### config.mk
export PLATFORM = sky130hd
export DESIGN_NAME = dac_link_sequencer
export DESIGN_NICKNAME = d
export VERILOG_FILES = /design/src/rtl/dls_pkg.sv /design/src/rtl/dls_word_pack.sv /design/src/rtl/dls_link_shifter.sv /design/src/rtl/dac_link_sequencer.sv
export SDC_FILE = /design/constraint.sdc
export NUM_CORES = 1
export LEC_CHECK = 0
export BUFFER_PORTS_ARGS = -buffer_cell sky130_fd_sc_hd__buf_2
export CAP_MARGIN = 10
export CORE_MARGIN = 10
export CORE_UTILIZATION = 35
export CTS_CLUSTER_SIZE = 8
export DETAILED_ROUTE_END_ITERATION = 7
export GPL_TIMING_DRIVEN = 0
export PLACE_DENSITY = 0.63
export RECOVER_POWER = 100
export SYNTH_ARGS = -nofsm -noshare
export SYNTH_HDL_FRONTEND = slang
export SYNTH_SLANG_ARGS = --single-unit
### constraint.sdc
create_clock -name clk -period 2.07 [get_ports clk]
set_input_delay 0 -clock clk [delete_from_list [all_inputs] [get_ports clk]]
set_output_delay 0 -clock clk [all_outputs]
set_load 0.01 [all_outputs]
### src/rtl/dls_pkg.sv
package dls_pkg;

    localparam int WORD_W = 16;
    localparam int CODE_W = 8;

    typedef enum logic [1:0] {
        SEL_B_AND_BUF = 2'b00,
        SEL_BUF_ONLY  = 2'b01,
        SEL_A_XFER    = 2'b10,
        SEL_CONTROL   = 2'b11
    } dls_sel_e;

    typedef struct packed {
        dls_sel_e           sel;
        logic [CODE_W-1:0]  code;
        logic               fast;
        logic               pdown;
        logic [1:0]         refsel;
    } dls_word_req_t;

    typedef struct packed {
        logic               sync;
        logic [1:0]         sel;
        logic [CODE_W-1:0]  val_a;
        logic [CODE_W-1:0]  val_b;
        logic               fast;
        logic               pdown;
        logic [1:0]         refsel;
    } dls_cmd_t;

endpackage

### src/rtl/dls_word_pack.sv
module dls_word_pack
    import dls_pkg::*;
(
    input  dls_word_req_t       req,
    output logic [WORD_W-1:0]   word
);
    localparam int CODE_LSB = WORD_W - 4 - CODE_W;

    always_comb begin
        word             = '0;
        word[WORD_W-1]   = req.sel[1];
        word[WORD_W-2]   = req.fast;
        word[WORD_W-3]   = req.pdown;
        word[WORD_W-4]   = req.sel[0];
        if (req.sel == SEL_CONTROL) begin
            word[1:0] = req.refsel;
        end else begin
            word[CODE_LSB +: CODE_W] = req.code;
        end
    end
endmodule

### src/rtl/dls_link_shifter.sv
module dls_link_shifter
    import dls_pkg::*;
#(
    parameter int HALF_CYC = 2,
    parameter int LEAD_CYC = 1,
    parameter int TAIL_CYC = 1,
    parameter int GAP_CYC  = 2
) (
    input  logic                clk,
    input  logic                rst_n,
    input  logic                start,
    input  logic [WORD_W-1:0]   word,
    output logic                idle,
    output logic                frame_done,
    output logic                cs_n,
    output logic                sclk,
    output logic                din
);
    localparam int GAP_EFF = (GAP_CYC > HALF_CYC) ? GAP_CYC : HALF_CYC;
    localparam int MAX_A   = (HALF_CYC > LEAD_CYC) ? HALF_CYC : LEAD_CYC;
    localparam int MAX_B   = (TAIL_CYC > GAP_EFF) ? TAIL_CYC : GAP_EFF;
    localparam int MAX_CYC = (MAX_A > MAX_B) ? MAX_A : MAX_B;
    localparam int CNT_W   = $clog2(MAX_CYC + 1);
    localparam int BIT_W   = $clog2(WORD_W + 1);
    localparam logic [CNT_W-1:0] HALF_LD = CNT_W'(HALF_CYC - 1);
    localparam logic [CNT_W-1:0] LEAD_LD = CNT_W'(LEAD_CYC - 1);
    localparam logic [CNT_W-1:0] TAIL_LD = CNT_W'(TAIL_CYC - 1);
    localparam logic [CNT_W-1:0] GAP_LD  = CNT_W'(GAP_EFF - 1);
    localparam logic [BIT_W-1:0] LAST_BIT = BIT_W'(WORD_W - 1);

    typedef enum logic [2:0] {
        LK_IDLE, LK_LEAD, LK_LOW, LK_HIGH, LK_TAIL, LK_GAP
    } lk_state_e;

    lk_state_e          state, state_nx;
    logic [CNT_W-1:0]   cnt;
    logic [WORD_W-1:0]  sr;
    logic [BIT_W-1:0]   nfall;
    logic               cnt_zero;

    assign cnt_zero = (cnt == '0);

    always_comb begin
        state_nx = state;
        unique case (state)
            LK_IDLE: if (start)    state_nx = LK_LEAD;
            LK_LEAD: if (cnt_zero) state_nx = LK_LOW;
            LK_LOW:  if (cnt_zero) state_nx = (nfall == LAST_BIT) ? LK_TAIL : LK_HIGH;
            LK_HIGH: if (cnt_zero) state_nx = LK_LOW;
            LK_TAIL: if (cnt_zero) state_nx = LK_GAP;
            LK_GAP:  if (cnt_zero) state_nx = LK_IDLE;
        endcase
    end

    always_ff @(posedge clk or negedge rst_n) begin
        if (!rst_n) begin
            state <= LK_IDLE;
            cnt   <= '0;
            sr    <= '0;
            nfall <= '0;
        end else begin
            state <= state_nx;
            unique case (state)
                LK_IDLE: begin
                    if (start) begin
                        sr    <= word;
                        cnt   <= LEAD_LD;
                        nfall <= '0;
                    end
                end
                LK_LEAD: cnt <= cnt_zero ? HALF_LD : cnt - 1'b1;
                LK_LOW: begin
                    if (cnt_zero) begin
                        nfall <= nfall + 1'b1;
                        if (nfall == LAST_BIT) begin
                            cnt <= TAIL_LD;
                        end else begin
                            cnt <= HALF_LD;
                            sr  <= {sr[WORD_W-2:0], 1'b0};
                        end
                    end else begin
                        cnt <= cnt - 1'b1;
                    end
                end
                LK_HIGH: cnt <= cnt_zero ? HALF_LD : cnt - 1'b1;
                LK_TAIL: cnt <= cnt_zero ? GAP_LD : cnt - 1'b1;
                LK_GAP:  if (!cnt_zero) cnt <= cnt - 1'b1;
            endcase
        end
    end

    always_comb begin
        cs_n       = (state == LK_IDLE) || (state == LK_GAP);
        sclk       = (state != LK_LOW);
        din        = cs_n ? 1'b0 : sr[WORD_W-1];
        idle       = (state == LK_IDLE);
        frame_done = (state == LK_GAP) && cnt_zero;
    end

    // checker state for the link-level properties
    logic               chk_prev_sclk;
    logic               chk_prev_cs;
    logic [BIT_W:0]     chk_falls;
    logic [CNT_W:0]     chk_hi;

    always_ff @(posedge clk or negedge rst_n) begin
        if (!rst_n) begin
            chk_prev_sclk <= 1'b1;
            chk_prev_cs   <= 1'b1;
            chk_falls     <= '0;
            chk_hi        <= (CNT_W+1)'(GAP_EFF);
        end else begin
            chk_prev_sclk <= sclk;
            chk_prev_cs   <= cs_n;
            if (cs_n)
                chk_falls <= '0;
            else if (chk_prev_sclk && !sclk)
                chk_falls <= chk_falls + 1'b1;
            if (!cs_n)
                chk_hi <= '0;
            else if (chk_hi < (CNT_W+1)'(GAP_EFF))
                chk_hi <= chk_hi + 1'b1;
        end
    end


    clk_idle_high_chk: assert property (@(posedge clk) disable iff (!rst_n)
        cs_n |-> sclk);


    din_only_on_rise_chk: assert property (@(posedge clk) disable iff (!rst_n)
        (!cs_n && !chk_prev_cs && !(sclk && !chk_prev_sclk)) |-> (din == $past(din)));


    sixteen_falls_chk: assert property (@(posedge clk) disable iff (!rst_n)
        (cs_n && !chk_prev_cs) |-> (chk_falls == (BIT_W+1)'(WORD_W)));


    select_gap_chk: assert property (@(posedge clk) disable iff (!rst_n)
        (!cs_n && chk_prev_cs) |-> (chk_hi >= (CNT_W+1)'(GAP_EFF)));
endmodule

### src/rtl/dac_link_sequencer.sv
module dac_link_sequencer
    import dls_pkg::*;
#(
    parameter int HALF_CYC = 2,
    parameter int LEAD_CYC = 1,
    parameter int TAIL_CYC = 1,
    parameter int GAP_CYC  = 2
) (
    input  logic        clk,
    input  logic        rst_n,
    input  logic        cmd_valid,
    output logic        cmd_ready,
    input  logic        cmd_sync,
    input  logic [1:0]  cmd_sel,
    input  logic [7:0]  cmd_val_a,
    input  logic [7:0]  cmd_val_b,
    input  logic        cmd_fast,
    input  logic        cmd_pdown,
    input  logic [1:0]  cmd_ref,
    output logic        busy,
    output logic        done,
    output logic        link_cs_n,
    output logic        link_sclk,
    output logic        link_din
);
    typedef enum logic [2:0] {
        SEQ_IDLE, SEQ_ONE, SEQ_CFG, SEQ_BUFB, SEQ_CHA, SEQ_DONE
    } seq_state_e;

    seq_state_e         state, state_nx;
    dls_cmd_t           cmd_q;
    logic               launched;
    logic               sh_idle, sh_done, sh_start;
    dls_word_req_t      req;
    logic [WORD_W-1:0]  word;
    logic               in_word;

    assign in_word  = (state == SEQ_ONE) || (state == SEQ_CFG) ||
                      (state == SEQ_BUFB) || (state == SEQ_CHA);
    assign sh_start = in_word && !launched && sh_idle;

    always_comb begin
        state_nx = state;
        unique case (state)
            SEQ_IDLE: if (cmd_valid) state_nx = cmd_sync ? SEQ_CFG : SEQ_ONE;
            SEQ_ONE:  if (launched && sh_done) state_nx = SEQ_DONE;
            SEQ_CFG:  if (launched && sh_done) state_nx = SEQ_BUFB;
            SEQ_BUFB: if (launched && sh_done) state_nx = SEQ_CHA;
            SEQ_CHA:  if (launched && sh_done) state_nx = SEQ_DONE;
            SEQ_DONE: state_nx = SEQ_IDLE;
        endcase
    end

    always_ff @(posedge clk or negedge rst_n) begin
        if (!rst_n) begin
            state    <= SEQ_IDLE;
            cmd_q    <= '0;
            launched <= 1'b0;
        end else begin
            state <= state_nx;
            if (state == SEQ_IDLE && cmd_valid) begin
                cmd_q <= '{sync: cmd_sync, sel: cmd_sel, val_a: cmd_val_a,
                           val_b: cmd_val_b, fast: cmd_fast, pdown: cmd_pdown,
                           refsel: cmd_ref};
            end
            if (sh_start)
                launched <= 1'b1;
            else if (sh_done)
                launched <= 1'b0;
        end
    end

    always_comb begin
        req.fast   = cmd_q.fast;
        req.pdown  = cmd_q.pdown;
        req.refsel = cmd_q.refsel;
        req.code   = cmd_q.val_a;
        req.sel    = dls_sel_e'(cmd_q.sel);
        unique case (state)
            SEQ_CFG:  req.sel = SEL_CONTROL;
            SEQ_BUFB: begin
                req.sel  = SEL_BUF_ONLY;
                req.code = cmd_q.val_b;
            end
            SEQ_CHA:  req.sel = SEL_A_XFER;
            SEQ_IDLE, SEQ_ONE, SEQ_DONE: ;
        endcase
    end

    always_comb begin
        cmd_ready = (state == SEQ_IDLE);
        busy      = (state != SEQ_IDLE);
        done      = (state == SEQ_DONE);
    end

    dls_word_pack u_pack (
        .req  (req),
        .word (word)
    );

    dls_link_shifter #(
        .HALF_CYC (HALF_CYC),
        .LEAD_CYC (LEAD_CYC),
        .TAIL_CYC (TAIL_CYC),
        .GAP_CYC  (GAP_CYC)
    ) u_shift (
        .clk        (clk),
        .rst_n      (rst_n),
        .start      (sh_start),
        .word       (word),
        .idle       (sh_idle),
        .frame_done (sh_done),
        .cs_n       (link_cs_n),
        .sclk       (link_sclk),
        .din        (link_din)
    );


    accept_drops_ready_chk: assert property (@(posedge clk) disable iff (!rst_n)
        (cmd_valid && cmd_ready) |=> !cmd_ready);


    done_single_then_ready_chk: assert property (@(posedge clk) disable iff (!rst_n)
        done |=> (cmd_ready && !done));


    ready_select_high_chk: assert property (@(posedge clk) disable iff (!rst_n)
        cmd_ready |-> link_cs_n);
endmodule

==> results.sh, run 1 <==
export IMPL_status="completed"
export IMPL_fin_ws_ns=0.0692
export IMPL_clock_sinks=52
export IMPL_place_congestion=0.797
export IMPL_cpMostUsedCell="ha_1"
export IMPL_cts_tree="done"
export IMPL_synth_distinct_cells=45
export IMPL_ir_drop_mv=0.296
export IMPL_r2r_slack_ns=0.07
export IMPL_power_density_nw_per_um2=520
export IMPL_multi_input_area_um2=1280
export IMPL_ios=32
export IMPL_synthCells=262
export IMPL_syn_avg_cell_area_um2=10.4
export IMPL_cp_endpoint="u_shift.sr[15]"
export IMPL_synth_async_sr_flop_share_pct=100
export IMPL_dieHeight_um=108
export IMPL_wl_per_cell_um=14.5
export IMPL_end_kind="flop"
export IMPL_io_buffers=31
export IMPL_rsz0062_at_grt="true"
export IMPL_root_buffer="clkbuf_8"
export IMPL_slew_limit_headroom_pct=14.8
export IMPL_mostFrequentLayoutCells="dfrtp_1, buf_2, nand2_1, dlygate4sd3_1, mux2_2"
export IMPL_yosysWarningCount=0
export IMPL_drtAntennaViolNets=0
export IMPL_antenna_cells=0
export IMPL_worstPathRequired_ns=2.27
export IMPL_syn_nets=292
export IMPL_num_fill_cells=758
export IMPL_setup_violations=0
export IMPL_grt_max_degree=53
export IMPL_stdcell_count=428
export IMPL_first_iter_violations=118
export IMPL_grt_pass1_wl_um=10700
export IMPL_post_place_ws_ns=-0.0257
export IMPL_cp_start_kind="flop"
export IMPL_first_pass_iters=4
export IMPL_dp_cells=395
export IMPL_maxCapViolations=0
export IMPL_area_delta_synth_final_pct=23.4
export IMPL_critPathLaunch="u_shift.nfall[0]"
export IMPL_synth_edf_count=0
export IMPL_power_mw=1.75
export IMPL_holdWs_ns=0.0320
export IMPL_placed_area_um2=3010
export IMPL_clkLatencyLatePin_ns=0.31
export IMPL_crit_arrival_ns=2.20
export IMPL_drive_gt1_share_pct=27.9
export IMPL_yosysSeqAreaShare_pct=47.7
export IMPL_synth_area_um2=2730
export IMPL_timing_rr_end="u_shift.sr[15]"
export IMPL_clock_skew_ns=0.00782
export IMPL_p_leak_nw=1.50
export IMPL_fin_crit_sh_pct=96.7
export IMPL_critical_path_class="flop to flop"
export IMPL_core_area_um2=7650
export IMPL_r2r_start="u_shift.nfall[0]"
export IMPL_fin_nets=355
export IMPL_grt_pass1_vias=2260
export IMPL_fin_tns_setup_ns=0
export IMPL_synth_main_ff_cell="dfrtp_1"
export IMPL_dieWidth_um=108
export IMPL_track_usage_pct=11.2
export IMPL_slew_viol_final=0
export IMPL_drc_errors=0
export IMPL_crit_family="simple AND/OR/NAND/NOR gates"
export IMPL_seq_area_um2=1300
export IMPL_holdCritPathClass="primary input to flop"
export IMPL_r2r_cells=8
export IMPL_min_period_ns=2.00
export IMPL_final_area_um2=3370
export IMPL_die_area_um2=11700
export IMPL_tightestPinTransition_ns=1.28
export IMPL_gr_total_overflow=0
export IMPL_path_clk_slew_ns=0.11
export IMPL_finish_utilization_pct=44.0
export IMPL_cts_buffer_depth=2
export IMPL_antenna_found_initial=0
export IMPL_vias=2163
export IMPL_cp_depth=8
export IMPL_max_clock_freq_ghz=0.500
export IMPL_worst_path_max_delay_cell="dfrtp_1"
export IMPL_crit_buf_inv=1
export IMPL_row_count=32
export IMPL_worst_path_largest_cell_delay_ns=0.43
export IMPL_path_max_fanout=5
export IMPL_ys_ff_latch=52
export IMPL_htree_num_levels=2
export IMPL_via_per_inst=5.05
export IMPL_start_util_pct=35.7
export IMPL_wl_um=6200
export IMPL_cts_buffers=5
export IMPL_hold_viol_final=0
export IMPL_worstPathCellList="ha_1, and3_1, ha_1, nand2b_2, nor2_4, or2_1, buf_4, mux2_4"
export IMPL_hpwlAfterDp_um=4200
export IMPL_final_common_cell="dfrtp_1"
layer usage:
layer	global-route usage, %	routed length [um]	vias up	share of wire, %
li1	-	-	1051	-
met1	14.2	2870	1069	46
met2	18.6	3030	39	49
met3	2.56	231	4	3.7
met4	3.11	74	0	1.2
met5	0	0	-	0
cell usage after synthesis, types with 2 or more instances:
cell	count	area, um2
mux2_1	3	33.8
or3_1	9	56.3
a31oi_2	9	113
a31oi_1	3	18.8
a211oi_1	2	15.0
nand4_1	3	18.8
o31ai_1	2	15.0
o22ai_1	2	12.5
o21ai_0	18	90.1
and2_1	2	12.5
dfrtp_1	52	1300
inv_1	8	30.0
buf_6	2	22.5
nand3b_1	2	15.0
buf_4	4	30.0
clkbuf_1	5	18.8
nor2b_1	4	25.0
nand2b_1	3	18.8
nor3_1	13	65.1
o211ai_1	2	15.0
buf_2	11	55.1
mux2_2	20	225
nand2_1	25	93.8
ha_1	4	50.1
nand3_1	6	30.0
nor2_1	12	45.0
a21oi_1	10	50.1
mux2i_1	9	90.1
worst min path at each step:
stage | slack, ns | startpoint | endpoint | cells after the start
floorplan | -0.30 | rst_n | cmd_q[0] | 0
global placement | 0.23 | cmd_ref[0] | cmd_q[0] | 2
detailed placement | 0.23 | cmd_sel[1] | cmd_q[21] | 2
CTS | 0.02 | cmd_valid | state[0] | 3
global route | 0.05 | cmd_valid | state[0] | 3
finish | 0.03 | cmd_valid | state[0] | 3
state kept, by name, indices dropped and copies added (netlist names):
register / flops
u_shift.nfall: 5
u_shift.cnt: 2
state: 3
u_shift.sr: 16
launched: 1
cmd_q: 22
u_shift.state: 3
layout make-up:
type / count / area share (%)
multi-input combinational: 179 / 37.9
clock buffer: 5 / 2.04
timing repair buffer: 57 / 12.4
tap: 102 / 3.79
buffer: 21 / 3.49
inverter: 9 / 1.00
clock inverter: 3 / 0.743
sequential: 52 / 38.6
worst register-to-register path, cell delays in order, from the launching register on:
cell	delay (ns)
dfrtp_1	0.43
ha_1	0.22
and3_1	0.15
ha_1	0.18
nand2b_2	0.23
nor2_4	0.13
or2_1	0.11
buf_4	0.14
mux2_4	0.30
power breakdown:
part / leakage [nW] / switching (mW) / total (mW) / internal [mW]
clock: 0.0452 / 0.378 / 0.625 / 0.248
combinational: 0.763 / 0.0502 / 0.110 / 0.0595
sequential: 0.696 / 0.000198 / 1.02 / 1.02
kinds of logic (layout without fill, tap and decap cells):
kind of cell | after synthesis | count (layout) | synth area share, %
buffers and inverters | 31 | 95 | 5.87
adders and majority gates | 4 | 4 | 1.83
muxes | 33 | 33 | 13.3
xor gates and xnor gates | 2 | 2 | 0.642
DFF | 52 | 52 | 47.7
AOI/OAI and AO/OA | 53 | 53 | 13.9
and+or+nand+nor | 87 | 87 | 16.8
repair_timing:
item / 4_1_cts / 5_1_grt
pin swaps: 1 / 0
setup buffers: 1 / 0
hold endpoints to repair: 75 / 0
endpoints found under the setup margin: 11 / 10
gates resized for setup: 1 / 2
hold buffers: 24 / 0
No activity file was read; power rests on OpenSTA's default activity.
==> run 2: changes to the inputs <==
- ABC_AREA: not set -> 1
- CORE_ASPECT_RATIO: not set -> 0.8
- SYNTH_HIERARCHICAL: not set -> 1
==> run 2 against run 1 <==
Against the previous run:
- design area up 7.8%
- critical path depth up 3
- synthesized area up 10%
- die area up 8.3%
- via count up 22%
- largest cell class is now multi-input gates
==> results.sh, run 2 <==
export IMPL_min_period_ns=1.93
export IMPL_regMostFlops="cmd_q"
export IMPL_first_pass_iters=4
export IMPL_die_area_um2=12700
export IMPL_dieWidth_um=124
export IMPL_hpwlAfterDp_um=4800
export IMPL_stdcell_count=599
export IMPL_fin_nets=517
export IMPL_r2r_start="state[0]"
export IMPL_ys_ff_latch=52
export IMPL_clock_skew_ns=0.00432
export IMPL_grt_pass1_vias=2713
export IMPL_critical_path_class="flop to flop"
export IMPL_synthCells=421
export IMPL_setup_violations=0
export IMPL_finish_utilization_pct=43.2
export IMPL_htree_num_levels=2
export IMPL_path_max_fanout=10
export IMPL_holdCritPathClass="primary input to flop"
export IMPL_cp_start_kind="flop"
export IMPL_yosysTopAreaCell="dfrtp_1"
export IMPL_final_common_cell="nand2_1"
export IMPL_synth_async_sr_flop_share_pct=100
export IMPL_num_fill_cells=887
export IMPL_dieHeight_um=103
export IMPL_wl_um=6730
export IMPL_root_buffer="clkbuf_8"
export IMPL_area_delta_synth_final_pct=20.8
export IMPL_antenna_found_initial=0
export IMPL_synth_main_ff_cell="dfrtp_1"
export IMPL_crit_arrival_ns=2.13
export IMPL_yosys_top_cells_area="dfrtp_1, nand2_1, nand3_1"
export IMPL_drtAntennaViolNets=0
export IMPL_cts_buffer_depth=2
export IMPL_maxCapViolations=0
export IMPL_clkLatencyLatePin_ns=0.30
export IMPL_grt_pass1_wl_um=12100
export IMPL_hold_start="cmd_valid"
export IMPL_p_leak_nw=2.00
export IMPL_syn_avg_cell_area_um2=7.14
export IMPL_cts_tree="done"
export IMPL_cts_buffers=5
export IMPL_fin_crit_sh_pct=93.3
export IMPL_largest_reg_flops=22
export IMPL_rsz0062_at_grt="false"
export IMPL_critPathLaunch="state[0]"
export IMPL_via_per_inst=4.40
export IMPL_synth_edf_count=0
export IMPL_slew_limit_headroom_pct=13.9
export IMPL_yosysMostFrequentCell="nand2_1"
export IMPL_synth_area_um2=3000
export IMPL_cts_resized=0
export IMPL_synth_common_cells="nand2_1, dfrtp_1, nand3_1"
export IMPL_reg_top3="cmd_q x22, u_shift/sr x16, u_shift/nfall x5"
export IMPL_path_clk_slew_ns=0.10
export IMPL_ir_drop_mv=0.582
export IMPL_yosysSeqAreaShare_pct=43.3
export IMPL_status="completed"
export IMPL_dp_cells=565
export IMPL_row_count=30
export IMPL_antenna_cells=0
export IMPL_vias=2636
export IMPL_end_kind="flop"
export IMPL_yosysWarningCount=6
export IMPL_post_place_ws_ns=-0.00469
export IMPL_fin_tns_setup_ns=0
export IMPL_gr_total_overflow=0
export IMPL_slew_viol_final=0
export IMPL_synth_distinct_cells=29
export IMPL_io_buffers=31
export IMPL_max_clock_freq_ghz=0.518
export IMPL_ios=32
export IMPL_yosys_area_top_type_share_pct=43.3
export IMPL_place_congestion=0.853
export IMPL_grt_max_degree=53
export IMPL_wl_per_cell_um=11.2
export IMPL_worstPathRequired_ns=2.27
export IMPL_start_util_pct=35.7
export IMPL_hold_viol_final=0
export IMPL_drc_errors=0
export IMPL_fin_ws_ns=0.140
export IMPL_drive_gt1_share_pct=15.4
export IMPL_power_density_nw_per_um2=1460
export IMPL_core_area_um2=8410
export IMPL_clock_sinks=52
export IMPL_track_usage_pct=11.4
export IMPL_first_iter_violations=96
export IMPL_tightestPinTransition_ns=1.29
export IMPL_mostFrequentLayoutCells="nand2_1, dfrtp_1, nand3_1, buf_2, inv_1"
run 2: cell types whose count changed after synthesis, sizes merged, moves of 9 or more:
cell and change:
a31oi -12, mux2 -24, o21ai -9, nor3 -13
inv +24, nand2 +200, nand3 +28, or3 -9
run 2: cell families (layout without fill, tap and decap cells):
kind of cell / count (synthesis) / after routing / synth area share, %
AO/OA/AOI/OAI: 20 / 20 / 3.41
XOR/XNOR: 1 / 1 / 0.292
adder cells (fa/ha/maj): 5 / 5 / 2.08
buffers and inverters: 54 / 119 / 10.2
flip-flops: 52 / 52 / 43.3
multiplexers: 1 / 1 / 0.333
other: 1 / 2 / 0.125
AND/OR/NAND/NOR: 287 / 287 / 40.2
run 2: what timing repair did:
action                     4_1_cts  5_1_grt
hold buffers                    24        0
hold endpoints to repair        74        0
buffers inserted                 1        0
setup endpoints to repair       10        0
run 2: area by class of cell:
class | count | area (um2) | area share, %
multi-input cells | 316 | 1390 | 38.3
flip-flops and latches | 52 | 1300 | 35.8
repair buffers | 57 | 403 | 11.1
plain buffers | 21 | 155 | 4.27
well taps | 112 | 140 | 3.86
inverters | 33 | 129 | 3.55
clock buffers | 6 | 72.6 | 2.00
clock inverters | 2 | 38.8 | 1.07
run 2: power by group:
part | total [mW] | leakage, nW | switching, mW | internal, mW
Clock | 0.721 | 0.0558 | 0.355 | 0.366
Combinational | 2.86 | 1.29 | 1.78 | 1.08
Sequential | 1.71 | 0.660 | 0.264 | 1.45
run 2: critical path: stages, from the launching register on:
cell      delay [ns]
dfrtp_1         0.46
inv_2           0.12
nand2_2         0.08
nor2_4          0.11
buf_4           0.19
nor2_1          0.08
nand3b_2        0.27
nand3b_4        0.18
inv_4           0.07
buf_6           0.14
nand2_1         0.06
nand2_1         0.05
run 2: final timing paths:
check	end	slack, ns	cells after the start
setup / recovery	u_shift/sr[1]	0.14	11
hold / removal	cmd_q[19]	0.01	3
setup reg to reg	u_shift/sr[1]	0.14	11
hold reg to reg	cmd_q[1]	0.48	2
max in group asynchronous	cmd_q[1]	0.41	3
min in group asynchronous	u_shift/state[2]	0.50	2
run 2: per-stage QoR:
step                      instance area (um2)  power (mW)  hold slack [ns]
after floorplan                          3010        3.97           -0.296
after global placement                   3300        4.58            0.233
after detailed placement                 3300        4.65            0.237
after CTS                                3660        5.44           0.0142
after global routing                     3630        5.88         -0.00164
final                                    3630        5.29           0.0115
run 2: metal layers:
metal	vias up	routed length [um]	GRT usage [%]	share of wire [%]
met3	4	350	3.17	5.2
met2	50	2890	18.4	43
met5	-	0	0	0
met1	1168	3460	15.2	51
li1	1414	-	-	-
met4	0	29	1.88	0.43
==> run 3: changes to the inputs <==
- PLACE_DENSITY: 0.63 -> 0.53
==> run 3 against run 2 <==
Against the previous run:
- die area unchanged
- routed wire length increased by 4.3%
- worst hold slack improved by 0.022 ns
- non-clock buffer count increased by 2
- largest power group unchanged
==> results.sh, run 3 (same netlist as run 2, synthesis figures left out) <==
export IMPL_cp_start_kind="flop"
export IMPL_drive_gt1_share_pct=15.7
export IMPL_combPwrFrac_pct=55.0
export IMPL_fin_nets=519
export IMPL_post_place_ws_ns=-0.00176
export IMPL_final_common_cell="nand2_1"
export IMPL_start_util_pct=35.7
export IMPL_min_period_ns=1.89
export IMPL_ir_drop_mv=0.487
export IMPL_critical_path_class="flop to flop"
export IMPL_vias=2683
export IMPL_io_buffers=31
export IMPL_setup_violations=0
export IMPL_gr_total_overflow=0
export IMPL_p_sw_share_pct=46.2
export IMPL_first_pass_iters=4
export IMPL_reg_top3="cmd_q x22, u_shift/sr x16, u_shift/nfall x5"
export IMPL_critPathLaunch="state[0]"
export IMPL_tightestPinTransition_ns=1.04
export IMPL_rsz0062_at_grt="false"
export IMPL_drtAntennaViolNets=0
export IMPL_status="completed"
export IMPL_path_max_fanout=10
export IMPL_die_area_um2=12700
export IMPL_maxCapViolations=0
export IMPL_clockPowerShare_pct=12.2
export IMPL_r2r_cells=11
export IMPL_power_frac_seq_pct=32.9
export IMPL_dieHeight_um=103
export IMPL_timing_rr_end="u_shift/sr[14]"
export IMPL_cts_buffers=5
export IMPL_first_iter_violations=122
export IMPL_slew_viol_final=0
export IMPL_final_area_um2=3630
export IMPL_htree_num_levels=2
export IMPL_dieWidth_um=124
export IMPL_hold_viol_final=0
export IMPL_seq_area_um2=1300
export IMPL_regMostFlops="cmd_q"
export IMPL_multi_input_area_um2=1390
export IMPL_grt_max_degree=53
export IMPL_root_buffer="clkbuf_8"
export IMPL_core_area_um2=8410
export IMPL_max_clock_freq_ghz=0.529
export IMPL_slew_limit_headroom_pct=30.7
export IMPL_num_fill_cells=913
export IMPL_place_congestion=0.860
export IMPL_placed_area_um2=3300
export IMPL_clock_sinks=52
export IMPL_mostFrequentLayoutCells="nand2_1, dfrtp_1, nand3_1, buf_2"
export IMPL_row_count=30
export IMPL_drc_errors=0
export IMPL_p_leak_nw=2.00
export IMPL_antenna_found_initial=0
export IMPL_clock_skew_ns=0.00717
export IMPL_fin_crit_sh_pct=91.3
export IMPL_r2r_start="state[0]"
export IMPL_switchingPower_mw=2.42
export IMPL_power_density_nw_per_um2=1440
export IMPL_antenna_cells=0
export IMPL_track_usage_pct=11.8
export IMPL_cts_tree="done"
export IMPL_grt_pass1_wl_um=12400
export IMPL_r2r_slack_ns=0.18
export IMPL_end_kind="flop"
export IMPL_p_int_mw=2.81
export IMPL_cp_endpoint="u_shift/sr[14]"
export IMPL_wl_um=7020
export IMPL_fin_ws_ns=0.180
export IMPL_holdCritPathClass="primary input to flop"
export IMPL_cts_buffer_depth=2
export IMPL_ios=32
export IMPL_worstPathRequired_ns=2.28
export IMPL_via_per_inst=4.46
export IMPL_clkLatencyLatePin_ns=0.31
export IMPL_largest_reg_flops=22
export IMPL_area_delta_synth_final_pct=20.9
export IMPL_hpwlAfterDp_um=4980
export IMPL_grt_pass1_vias=2687
export IMPL_power_mw=5.23
export IMPL_wl_per_cell_um=11.7
export IMPL_crit_arrival_ns=2.10
export IMPL_path_clk_slew_ns=0.10
run 3: metrics by stage:
step           hold WS [ns]  setup TNS (ns)  instances  util [%]
2_1_floorplan        -0.296               0        422         -
3_3_place_gp          0.232               0        565      39.3
3_5_place_dp          0.236        -0.00176        565      39.3
4_1_cts              0.0213               0        599      43.5
5_1_grt              0.0336               0        601      43.2
6_report             0.0333               0        601      43.2
run 3: final cells by class:
cell class / count / share of cell area, %
well taps: 112 / 3.86
flip-flops and latches: 52 / 35.9
inverters: 33 / 3.55
multi-input cells: 316 / 38.3
clock buffers: 6 / 2.27
repair buffers: 59 / 11.6
clock inverters: 2 / 0.379
plain buffers: 21 / 4.20
run 3: worst min-delay path by stage:
stage | from | to | depth (start not counted)
floorplan | rst_n | cmd_q[0] | 0
global placement | cmd_val_b[0] | cmd_q[4] | 3
detailed placement | cmd_val_b[0] | cmd_q[4] | 3
CTS | cmd_sync | state[1] | 5
global route | cmd_sync | state[0] | 5
finish | cmd_sync | state[1] | 5
run 3: worst max-delay path: stages, from the launching register on:
cell      delay (ns)
dfrtp_1         0.45
inv_2           0.11
nand2_1         0.11
nor2_4          0.13
buf_4           0.18
nor2_2          0.06
nand3b_2        0.26
nand3b_4        0.17
inv_4           0.07
buf_6           0.14
nand2_1         0.06
nand2_1         0.05
run 3: layer usage:
| layer | track usage, % | wire, um | vias up |
|---|---|---|---|
| li1 | - | - | 1414 |
| met1 | 15.3 | 3510 | 1218 |
| met2 | 18.8 | 3140 | 45 |
| met3 | 3.78 | 310 | 6 |
| met4 | 2.77 | 72 | 0 |
| met5 | 0 | 0 | - |
run 3: repair_timing:
action,in CTS,in global routing
pin swaps,1,1
buffers inserted,1,1
hold buffers,25,0
resized for setup,0,2
endpoints found under the setup margin,10,10
endpoints found under the hold margin,74,0
run 3: power groups by stage:
stage	sequential, mW	combinational [mW]	clock [mW]
final	1.72	2.88	0.637
after global placement	1.72	2.90	0
after CTS	1.72	3.00	0.666
after floorplan	1.67	2.30	0
after detailed placement	1.74	2.93	0
after global routing	1.77	3.34	0.703
